`src/rtl/lp_wake_pkg.sv`:
```
package lp_wake_pkg;

   // Power-mode encoding of the controller state register
   typedef enum logic [1:0] {
      PM_RUN    = 2'd0,
      PM_LOW    = 2'd1,
      PM_SETTLE = 2'd2
   } pm_state_t;

   // Bit positions of the raw pin vector fed to the synchronizer bank
   localparam int SRC_CARD = 0;
   localparam int SRC_OVC  = 1;
   localparam int SRC_RSTA = 2;
   localparam int SRC_RSTB = 3;
   localparam int SRC_RX   = 4;
   localparam int SRC_IRQ  = 5;
   localparam int NUM_SRC  = 6;

   // Level-sensitive sources occupy the low part of the vector
   localparam int NUM_LVL  = 4;

   // Edge-sensitive sources, in edge-detector lane order
   localparam int EDGE_RX  = 0;
   localparam int EDGE_IRQ = 1;
   localparam int NUM_EDGE = NUM_SRC - NUM_LVL;

endpackage

```
`src/rtl/lp_wake_sync.sv`:
```
// Bank of multi-flop synchronizers, one chain per input bit.
module lp_wake_sync #(
   parameter int WIDTH  = 1,
   parameter int STAGES = 2
) (
   input  logic             clk,
   input  logic             rst_n,
   input  logic [WIDTH-1:0] async_in,
   output logic [WIDTH-1:0] sync_out
);

   generate
      if (WIDTH < 1) begin : g_bad_width
         $error("lp_wake_sync: WIDTH must be at least 1");
      end
      if (STAGES < 2) begin : g_bad_stages
         $error("lp_wake_sync: STAGES must be at least 2");
      end
   endgenerate

   genvar b;
   generate
      for (b = 0; b < WIDTH; b++) begin : g_lane
         logic [STAGES-1:0] chain_q;

         always_ff @(posedge clk or negedge rst_n) begin
            if (!rst_n) begin
               chain_q <= '0;
            end else begin
               chain_q <= {chain_q[STAGES-2:0], async_in[b]};
            end
         end

         assign sync_out[b] = chain_q[STAGES-1];
      end
   endgenerate

endmodule

```
`src/rtl/lp_wake_edge.sv`:
```
// Per-lane edge detector; FALL_MASK picks falling (1) or rising (0) per lane.
module lp_wake_edge #(
   parameter int               WIDTH     = 1,
   parameter logic [WIDTH-1:0] FALL_MASK = '1
) (
   input  logic             clk,
   input  logic             rst_n,
   input  logic [WIDTH-1:0] level,
   output logic [WIDTH-1:0] hit
);

   logic [WIDTH-1:0] prev_q;

   // Previous level resets low, so a lane idling high after reset
   // never reports a spurious falling edge.
   always_ff @(posedge clk or negedge rst_n) begin
      if (!rst_n) begin
         prev_q <= '0;
      end else begin
         prev_q <= level;
      end
   end

   genvar b;
   generate
      for (b = 0; b < WIDTH; b++) begin : g_lane
         if (FALL_MASK[b]) begin : g_fall
            assign hit[b] = prev_q[b] & ~level[b];
         end else begin : g_rise
            assign hit[b] = ~prev_q[b] & level[b];
         end
      end
   endgenerate

endmodule

```
`src/rtl/lp_wake_qualify.sv`:
```
// Combines synchronized levels, detected edges and enable bits
// into a single wake condition.
module lp_wake_qualify
   import lp_wake_pkg::*;
(
   input  logic                lowpwr,
   input  logic [NUM_LVL-1:0]  lvl,
   input  logic [NUM_EDGE-1:0] fall,
   input  logic                card_ref,
   input  logic                rx_wake_en,
   input  logic                irq_wake_en,
   input  logic                irq_ctrl_en,
   output logic                any_wake
);

   logic [NUM_SRC-1:0] src_hit;
   logic               irq_path;

   always_comb begin
      irq_path          = irq_wake_en & irq_ctrl_en;
      src_hit           = '0;
      src_hit[SRC_CARD] = lvl[SRC_CARD] ^ card_ref;
      src_hit[SRC_OVC]  = lvl[SRC_OVC];
      src_hit[SRC_RSTA] = lvl[SRC_RSTA];
      src_hit[SRC_RSTB] = lvl[SRC_RSTB];
      // the receive line wakes through the interrupt path only
      src_hit[SRC_RX]   = fall[EDGE_RX] & rx_wake_en & irq_path;
      src_hit[SRC_IRQ]  = fall[EDGE_IRQ] & irq_path;
      any_wake          = lowpwr & (|src_hit);
   end

endmodule

```
`src/rtl/lp_wake_timer.sv`:
```
// Oscillator settling window: loads on wake entry, counts down to zero.
module lp_wake_timer #(
   parameter int CYCLES = 1536
) (
   input  logic clk,
   input  logic rst_n,
   input  logic load,
   output logic expired
);

   localparam int CW = (CYCLES > 2) ? $clog2(CYCLES) : 1;
   localparam logic [CW-1:0] LOAD_VAL = CW'(CYCLES - 1);

   generate
      if (CYCLES < 2) begin : g_bad_cycles
         $error("lp_wake_timer: CYCLES must be at least 2");
      end
   endgenerate

   logic [CW-1:0] cnt_q;

   always_ff @(posedge clk or negedge rst_n) begin
      if (!rst_n) begin
         cnt_q <= '0;
      end else if (load) begin
         cnt_q <= LOAD_VAL;
      end else if (cnt_q != '0) begin
         cnt_q <= cnt_q - 1'b1;
      end
   end

   assign expired = (cnt_q == '0);

endmodule

```
`src/rtl/lp_wake_ctrl.sv`:
```
// Low-power wake-up controller: top level with the power-mode sequencer.
module lp_wake_ctrl
   import lp_wake_pkg::*;
#(
   parameter int SETTLE_CYCLES = 1536,
   parameter int SYNC_STAGES   = 2
) (
   input  logic clk,
   input  logic rst_n,
   input  logic sleep_req,
   input  logic card_present,
   input  logic supply_ovc,
   input  logic hard_rst_a,
   input  logic hard_rst_b,
   input  logic rx_line,
   input  logic ext_irq_n,
   input  logic rx_wake_en,
   input  logic irq_wake_en,
   input  logic irq_ctrl_en,
   output logic wake_req,
   output logic run_ready
);

   generate
      if (SETTLE_CYCLES < 2) begin : g_bad_settle
         $error("lp_wake_ctrl: SETTLE_CYCLES must be at least 2");
      end
      if (SYNC_STAGES < 2) begin : g_bad_sync
         $error("lp_wake_ctrl: SYNC_STAGES must be at least 2");
      end
   endgenerate

   logic [NUM_SRC-1:0]  pin_raw;
   logic [NUM_SRC-1:0]  pin_sync;
   logic [NUM_EDGE-1:0] edge_fall;
   logic                card_ref_q;
   logic                any_wake;
   logic                settle_done;
   logic                timer_load;
   pm_state_t           state_q;
   pm_state_t           state_d;

   always_comb begin
      pin_raw           = '0;
      pin_raw[SRC_CARD] = card_present;
      pin_raw[SRC_OVC]  = supply_ovc;
      pin_raw[SRC_RSTA] = hard_rst_a;
      pin_raw[SRC_RSTB] = hard_rst_b;
      pin_raw[SRC_RX]   = rx_line;
      pin_raw[SRC_IRQ]  = ext_irq_n;
   end

   lp_wake_sync #(
      .WIDTH  (NUM_SRC),
      .STAGES (SYNC_STAGES)
   ) u_sync (
      .clk      (clk),
      .rst_n    (rst_n),
      .async_in (pin_raw),
      .sync_out (pin_sync)
   );

   lp_wake_edge #(
      .WIDTH     (NUM_EDGE),
      .FALL_MASK ({NUM_EDGE{1'b1}})
   ) u_edge (
      .clk   (clk),
      .rst_n (rst_n),
      .level (pin_sync[NUM_SRC-1:NUM_LVL]),
      .hit   (edge_fall)
   );

   lp_wake_qualify u_qual (
      .lowpwr      (state_q == PM_LOW),
      .lvl         (pin_sync[NUM_LVL-1:0]),
      .fall        (edge_fall),
      .card_ref    (card_ref_q),
      .rx_wake_en  (rx_wake_en),
      .irq_wake_en (irq_wake_en),
      .irq_ctrl_en (irq_ctrl_en),
      .any_wake    (any_wake)
   );

   // The card reference is taken on every accepted park request.
   always_ff @(posedge clk or negedge rst_n) begin
      if (!rst_n) begin
         card_ref_q <= 1'b0;
      end else if (sleep_req) begin
         card_ref_q <= pin_sync[SRC_CARD];
      end
   end

   // Park requests take priority over everything else.
   always_comb begin
      state_d = state_q;
      case (state_q)
         PM_RUN: begin
            if (sleep_req) state_d = PM_LOW;
         end
         PM_LOW: begin
            if (sleep_req)     state_d = PM_LOW;
            else if (any_wake) state_d = PM_SETTLE;
         end
         PM_SETTLE: begin
            if (sleep_req)        state_d = PM_LOW;
            else if (settle_done) state_d = PM_RUN;
         end
         default: state_d = PM_RUN;
      endcase
   end

   assign timer_load = (state_q == PM_LOW) & (state_d == PM_SETTLE);

   lp_wake_timer #(
      .CYCLES (SETTLE_CYCLES)
   ) u_timer (
      .clk     (clk),
      .rst_n   (rst_n),
      .load    (timer_load),
      .expired (settle_done)
   );

   always_ff @(posedge clk or negedge rst_n) begin
      if (!rst_n) begin
         state_q <= PM_RUN;
      end else begin
         state_q <= state_d;
      end
   end

   assign wake_req  = (state_q == PM_SETTLE);
   assign run_ready = (state_q == PM_RUN);

endmodule

```
`config.mk`:
```
export PLATFORM = sky130hd
export DESIGN_NAME = lp_wake_ctrl
export DESIGN_NICKNAME = d
export VERILOG_FILES = /design/src/rtl/lp_wake_pkg.sv /design/src/rtl/lp_wake_sync.sv /design/src/rtl/lp_wake_edge.sv /design/src/rtl/lp_wake_qualify.sv /design/src/rtl/lp_wake_timer.sv /design/src/rtl/lp_wake_ctrl.sv
export SDC_FILE = /design/constraint.sdc
export NUM_CORES = 1
export LEC_CHECK = 0
export ABC_AREA = 1
export BUFFER_PORTS_ARGS = -buffer_cell sky130_fd_sc_hd__buf_2
export CORE_ASPECT_RATIO = 0.8
export CORE_UTILIZATION = 60
export DETAILED_ROUTE_END_ITERATION = 7
export GPL_ROUTABILITY_DRIVEN = 1
export PLACE_DENSITY_LB_ADDON = 0.25
export SYNTH_ARGS = -nofsm -noshare
export SYNTH_HDL_FRONTEND = slang
export SYNTH_SLANG_ARGS = --single-unit
```
`constraint.sdc`:
```
create_clock -name clk -period 3.7 [get_ports clk]
set_input_delay 0.555 -clock clk [delete_from_list [all_inputs] [get_ports clk]]
set_output_delay 0.555 -clock clk [all_outputs]
set_load 0.02 [all_outputs]
```
==> results of run 1 <==
==> kinds of logic after synthesis <==
| kind of cell | count (synthesis) |
|---|---|
| adders and majority gates | 1 |
| xor gates and xnor gates | 1 |
| and+or+nand+nor | 76 |
| AOI/OAI and AO/OA | 11 |
| buffers and inverters | 21 |
| DFF | 28 |
==> state kept, by name (all words and copies together), names as in the netlist <==
register and flops:
card_ref_q 1, state_q 2, u_edge.prev_q 2, u_sync.g_lane.chain_q 12, u_timer.cnt_q 11
==> worst max path at each step <==
stage | start | cells past startpoint | to | slack (ps)
finish | state_q[1]$_DFF_PN0_ | 3 | wake_req | 1960
global route | state_q[1]$_DFF_PN0_ | 3 | wake_req | 1930
CTS | state_q[1]$_DFF_PN0_ | 3 | wake_req | 1960
detailed placement | sleep_req | 7 | u_timer.cnt_q[9]$_DFFE_PN0P_ | 2150
global placement | sleep_req | 7 | u_timer.cnt_q[9]$_DFFE_PN0P_ | 2200
floorplan | state_q[0]$_DFF_PN0_ | 1 | wake_req | 2420
==> report_power, final <==
group	internal, mW	switching [mW]
combinational	0.0374	0.0622
clock	0.110	0.0865
sequential	0.336	0.0321
==> per-stage QoR <==
| stage | power (mW) | hold WS [ps] | worst slack (ps) | area [µm²] | utilization |
|---|---|---|---|---|---|
| final | 0.664 | 205 | 1960 | 1360 | 0.718 |
| after global placement | 0.460 | 332 | 2200 | 1310 | 0.690 |
| after global routing | 0.698 | 242 | 1930 | 1360 | 0.718 |
| after CTS | 0.668 | 218 | 1960 | 1360 | 0.718 |
| after floorplan | 0.436 | 259 | 2420 | 1220 | - |
| after detailed placement | 0.472 | 337 | 2150 | 1310 | 0.690 |
==> area by class of cell <==
cell class	instances	area, µm²
sequential	28	701
fill	143	533
multi-input combinational	89	434
inverter	20	76.3
timing repair buffer	13	65.1
clock inverter	1	30.0
tap	24	30.0
clock buffer	3	22.5
==> critical path, stage by stage (launching register included) <==
cell and delay, ps:
dfrtp_1 460, inv_1 60, nor2_1 150, buf_2 190
==> cell usage in the layout, fill, tap and decap left out <==
master     netlist  final
o21ai_1          2      2
nand3_1         10     10
nand3_4          1      1
nand4_1          2      2
nor3_2           1      1
o21ai_2          1      1
a21boi_0         1      1
a21oi_1          1      1
buf_2            0     13
ha_1             1      1
clkbuf_4         0      3
o2111ai_1        1      1
nand2_2          1      1
dfrtp_1         28     28
nor3_1           2      2
o21ai_0          4      4
inv_1           19     19
nor2_4           1      1
clkinv_2         1      1
nand2_1         37     37
xnor2_1          1      1
nor2_2           4      4
bufinv_16        0      1
nor2_1          17     17
a22oi_1          1      1
==> metal layers <==
metal	up-vias	track usage	share of wire
met4	0	0.0737	0.012
li1	462	-	-
met1	441	0.298	0.46
met2	38	0.352	0.45
met3	4	0.0761	0.077
met5	-	0	0
==> reports/qor.txt, run 1 <==
Outcome = finished, final reports clean
Initial Utilization = 0.644
Worst slew margin = 0.605
Mux share of post-synthesis cell area = 0
Setup crit end kind = primary output
Share of cells above drive strength 1 = 0.175
Largest net degree at the start of global routing = 29
Cells after Synth = 138
Adder-cell share of the synthesized area = 0.0103
Final ANT Viol Nets = 0
DR vias = 945
Die area = 2220 µm²
Core area = 1890 µm²
Fmax = 576 MHz
Crit path arrival time = 1180 ps
Number of I/O pins = 14
Largest buffer count on any clock path = 2
CTS Buf Count = 3
Clock Skews = 1.67 ps
CTS tree = built
Avg WL per Cell = 12.1 µm
# hold bufs at CTS = 0
Worst Path Max Fanout = 5
Worst r2r src = u_timer.cnt_q[0]$_DFFE_PN0P_
H-tree lvl count = 1
Floorplan row count = 14
Period minus WS final = 1740 ps
Critical Path Start Type = register
Dpl cells = 174
List of most frequent post-synthesis cells = nand2_1 (37), dfrtp_1 (28), inv_1 (19), nor2_1 (17), nand3_1 (10)
Worst vdd ir = 347 µV
Global route overflow = 0
CTS resizes = 0
ANT cells = 0
Req. time, crit path = 3140 ps
Synth Cell Area = 1220 µm²
Synth Area per Inst = 8.83 µm²
Post-synth top area share = 0.575
Synth area leaders = dfrtp_1 (57%), nand2_1 (11%), inv_1 (5.9%)
Root buffer cell = clkbuf_4
RR Endpoint = u_timer.cnt_q[1]$_DFFE_PN0P_
Hold/Removal Path Class = primary input to asynchronous set/reset pin
Top FF cell, synth = dfrtp_1
Syn-to-layout area delta = 11.5%
Count leader, synth = nand2_1
Reg-to-reg slack, setup = 2170 ps
Fin cells = 178
FF-to-FF path depth = 7
CTS Sinks = 28
Antenna violations before repair = 0
Via density = 5.31
Unrepaired setup endpoints after global routing = false
Largest family of logic cells by synthesized area = simple AND/OR/NAND/NOR gates
Sum of negative setup slack = 0 ps
DP HPWL = 1.59 mm
Drc violations = 0
Count of final hold-check violations = 0
Synth Area in Simple Gates = 0.283
GRT Total Usage = 0.226
Synth unique cells = 23
Post-CTS Setup Bufs = 0
Iter 0 DRT Violations = 26
I/O Buffers = 13
Worst-path clk slew = 140 ps
Die Wd = 52.4 µm
Tightest Pin Transition = 593 ps
Yosys top cell by area = dfrtp_1
RePlAce Congestion = 0.947
Kind of critical path = register to primary output
Maximum capacitance violations = 0
P per Cell Area = 489 nW/µm²
Seq cells post-synth = 28
Post-synthesis async set-or-reset flop share = 1.00
Xor and xnor area share after synthesis = 0.00719
LEAKAGE = 0.664 nW
Setup violations, final = 0
Crit share post-route = 0.469
DR pass1 iterations = 4
Syn Nets = 151
Vias in the first global route = 852
Max-slew violations = 0
Die Ht = 42.3 µm
First-pass GRT wire length = 3.55 mm
Register area share after synthesis = 0.575
Final net count = 168
Clock Latency Late Sink = 330 ps
Synth warn = 0
WL final = 2.15 mm
Number of enable flip-flop cells after synthesis = 0
Synth Area in Compound Gates = 0.0554
No activity file was read; power rests on OpenSTA's default activity.
==> run 2, diff against run 1 <==
--- a/config.mk
+++ b/config.mk
@@ -8,7 +8,7 @@
 export ABC_AREA = 1
 export BUFFER_PORTS_ARGS = -buffer_cell sky130_fd_sc_hd__buf_2
 export CORE_ASPECT_RATIO = 0.8
-export CORE_UTILIZATION = 60
+export CORE_UTILIZATION = 55
 export DETAILED_ROUTE_END_ITERATION = 7
 export GPL_ROUTABILITY_DRIVEN = 1
 export PLACE_DENSITY_LB_ADDON = 0.25
==> constraint.sdc (replaced) <==
create_clock -name clk -period 1.8 [get_ports clk]
set_input_delay 0.27 -clock clk [delete_from_list [all_inputs] [get_ports clk]]
set_output_delay 0.27 -clock clk [all_outputs]
set_load 0.02 [all_outputs]
==> run 2 against run 1 <==
Against the previous run:
- power is 100% higher
- hold slack got worse by 170 ps
- core utilization shrank 2.7 points
- sequential power is 110% higher
- final area grew 0.74%
- first-iteration DRC count rose by 110%
- register-to-register slack got worse by 1800 ps
- critical path depth up 4
- count of clock-buffer cells in the layout unchanged
- routed wire length up 10%
==> reports/qor.txt, run 2 (synthesis results as in run 1) <==
Worst r2r src = u_timer.cnt_q[0]$_DFFE_PN0P_
Unrepaired setup endpoints after global routing = false
Slowest cell on crit path = dfrtp_1
Max-slew violations = 0 (unchanged)
Dpl ws = 366 ps (-1790 ps)
Final ANT Viol Nets = 0 (unchanged)
Iter 0 DRT Violations = 54 (+110%)
Largest delay contributor family on the critical path = simple AND/OR/NAND/NOR gates
DR vias = 917 (-3.0%)
Worst-path clk slew = 140 ps (about the same)
Sum of negative setup slack = 0 ps (unchanged)
Crit path largest cell delay = 430 ps (-30 ps)
Crit path to = u_timer.cnt_q[4]$_DFFE_PN0P_
WL final = 2.36 mm (+10%)
Most common cell after layout, fill and taps aside = nand2_1
RR Endpoint = u_timer.cnt_q[4]$_DFFE_PN0P_
Count of final hold-check violations = 0 (unchanged)
Clock Skews = 4.85 ps (+3.18 ps)
Clock Latency Late Sink = 320 ps (about the same)
Share of cells above drive strength 1 = 0.174 (-0.00113)
FF-to-FF path depth = 7 (unchanged)
Worst vdd ir = 1060 µV (+200%)
Final Cell Area = 1370 µm² (+0.74%)
P per Cell Area = 993 nW/µm² (+100%)
Syn-to-layout area delta = 12.3%
Tightest Pin Transition = 595 ps (+1.82 ps)
Root buffer cell = clkbuf_4
Drc violations = 0 (unchanged)
Floorplan row count = 14 (unchanged)
Core area = 1980 µm² (+4.6%)
Antenna violations before repair = 0 (unchanged)
Final net count = 169 (+0.60%)
LEAKAGE = 0.668 nW (+0.63%)
Max reg flops = 12 (unchanged)
Vias in the first global route = 877 (+2.9%)
Largest buffer count on any clock path = 2 (unchanged)
Outcome = finished, final reports clean
Die Ht = 44.1 µm (+4.2%)
Via density = 5.12 (-3.5%)
Avg WL per Cell = 13.2 µm (+9.3%)
Levels on crit path = 7 (+4)
I/O Buffers = 13 (unchanged)
Global route overflow = 0 (unchanged)
Worst Path Max Fanout = 6 (+1)
Critical path cell sequence = inv_1 -> ha_1 -> inv_1 -> nor2_4 -> nand3_4 -> nand3_1 -> nand3_1
Die Wd = 54.6 µm (+4.3%)
Worst Path Buf+Inv = 2 (unchanged)
Dpl cells = 174 (unchanged)
Req. time, crit path = 2000 ps (-1140 ps)
Die area = 2410 µm² (+8.7%)
RePlAce Congestion = 0.879 (-7.2%)
Setup crit end kind = register
Critical Path Start Type = register
Most frequent cells in the layout = nand2_1 (37), dfrtp_1 (28), inv_1 (19)
First-pass GRT wire length = 3.82 mm (+7.4%)
ANT cells = 0 (unchanged)
Worst setup path start = u_timer.cnt_q[0]$_DFFE_PN0P_
Largest net degree at the start of global routing = 29 (unchanged)
Initial Utilization = 0.616 (-0.0285)
DR pass1 iterations = 4 (unchanged)
Number of I/O pins = 14 (unchanged)
Worst slew margin = 0.604 (-0.00121)
Kind of critical path = register to register
Largest Register = u_sync.g_lane.chain_q
Placed instance area = 1310 µm² (unchanged)
Hold/Removal Path Class = primary input to register
Largest registers = u_sync.g_lane.chain_q x12, u_timer.cnt_q x11
Fin cells = 179 (+0.56%)
Reg-to-reg slack, setup = 320 ps (-1850 ps)
Post-route setup slack = 323 ps (-1640 ps)
CTS Buf Count = 3 (unchanged)
DP HPWL = 1.70 mm (+7.2%)
Period minus WS final = 1480 ps
CTS tree = built
Worst Hold Path Cells = 1
Maximum capacitance violations = 0 (unchanged)
Fmax = 677 MHz
Crit path arrival time = 1680 ps (+500 ps)
Crit share post-route = 0.821
H-tree lvl count = 1 (unchanged)
GRT Total Usage = 0.233 (+0.00708)
Setup violations, final = 0 (unchanged)
CTS Sinks = 28 (unchanged)
run 2: stage by stage:
step | hold WS (ps) | utilization | power [mW]
after floorplan | -25.6 | - | 0.895
after CTS | 26.3 | 0.692 | 1.37
final | 39.4 | 0.692 | 1.36
after detailed placement | 307 | 0.660 | 0.970
after global placement | 301 | 0.660 | 0.952
after global routing | 17.6 | 0.692 | 1.44
run 2: repair_timing:
item,in CTS,in global routing
hold buffers,1,0
buffers inserted,0,0
endpoints found under the setup margin,0,0
resized for setup,0,0
endpoints found under the hold margin,28,0
run 2: where the power goes:
| part | total (mW) | internal, mW | switching (mW) |
|---|---|---|---|
| sequential | 0.755 | 0.691 | 0.0640 |
| clock | 0.398 | 0.225 | 0.173 |
| combinational | 0.207 | 0.0778 | 0.129 |
| total | 1.36 | 0.994 | 0.366 |
run 2: worst min-delay path by stage:
stage	from	end
floorplan	rst_n	card_ref_q$_DFFE_PN0P_
global placement	rst_n	u_sync.g_lane[0].chain_q[1]$_DFF_PN0_
detailed placement	rst_n	card_ref_q$_DFFE_PN0P_
CTS	supply_ovc	u_sync.g_lane[1].chain_q[0]$_DFF_PN0_
global route	hard_rst_a	u_sync.g_lane[2].chain_q[0]$_DFF_PN0_
finish	card_present	u_sync.g_lane[0].chain_q[0]$_DFF_PN0_
run 2: cell type report:
cell class	instances	area, µm²
clock inverters	1	30.0
fillers	154	611
repair buffers	14	75.1
well taps	24	30.0
clock buffers	3	22.5
inverters	20	76.3
multi-input cells	89	434
flip-flops and latches	28	701
run 2: worst register-to-register path, cell delays in order, from the launching register on:
cell and delay (ps):
dfrtp_1 430, inv_1 160, ha_1 200, inv_1 110, nor2_4 170, nand3_4 130
nand3_1 110, nand3_1 60
run 2: metal layers:
layer  global-route usage  share of wire  vias up
met3               0.0756          0.063        4
met1                0.304           0.44      414
met2                0.371           0.49       36
met5                    0              0        -
met4               0.0667          0.015        0
li1                     -              -      463
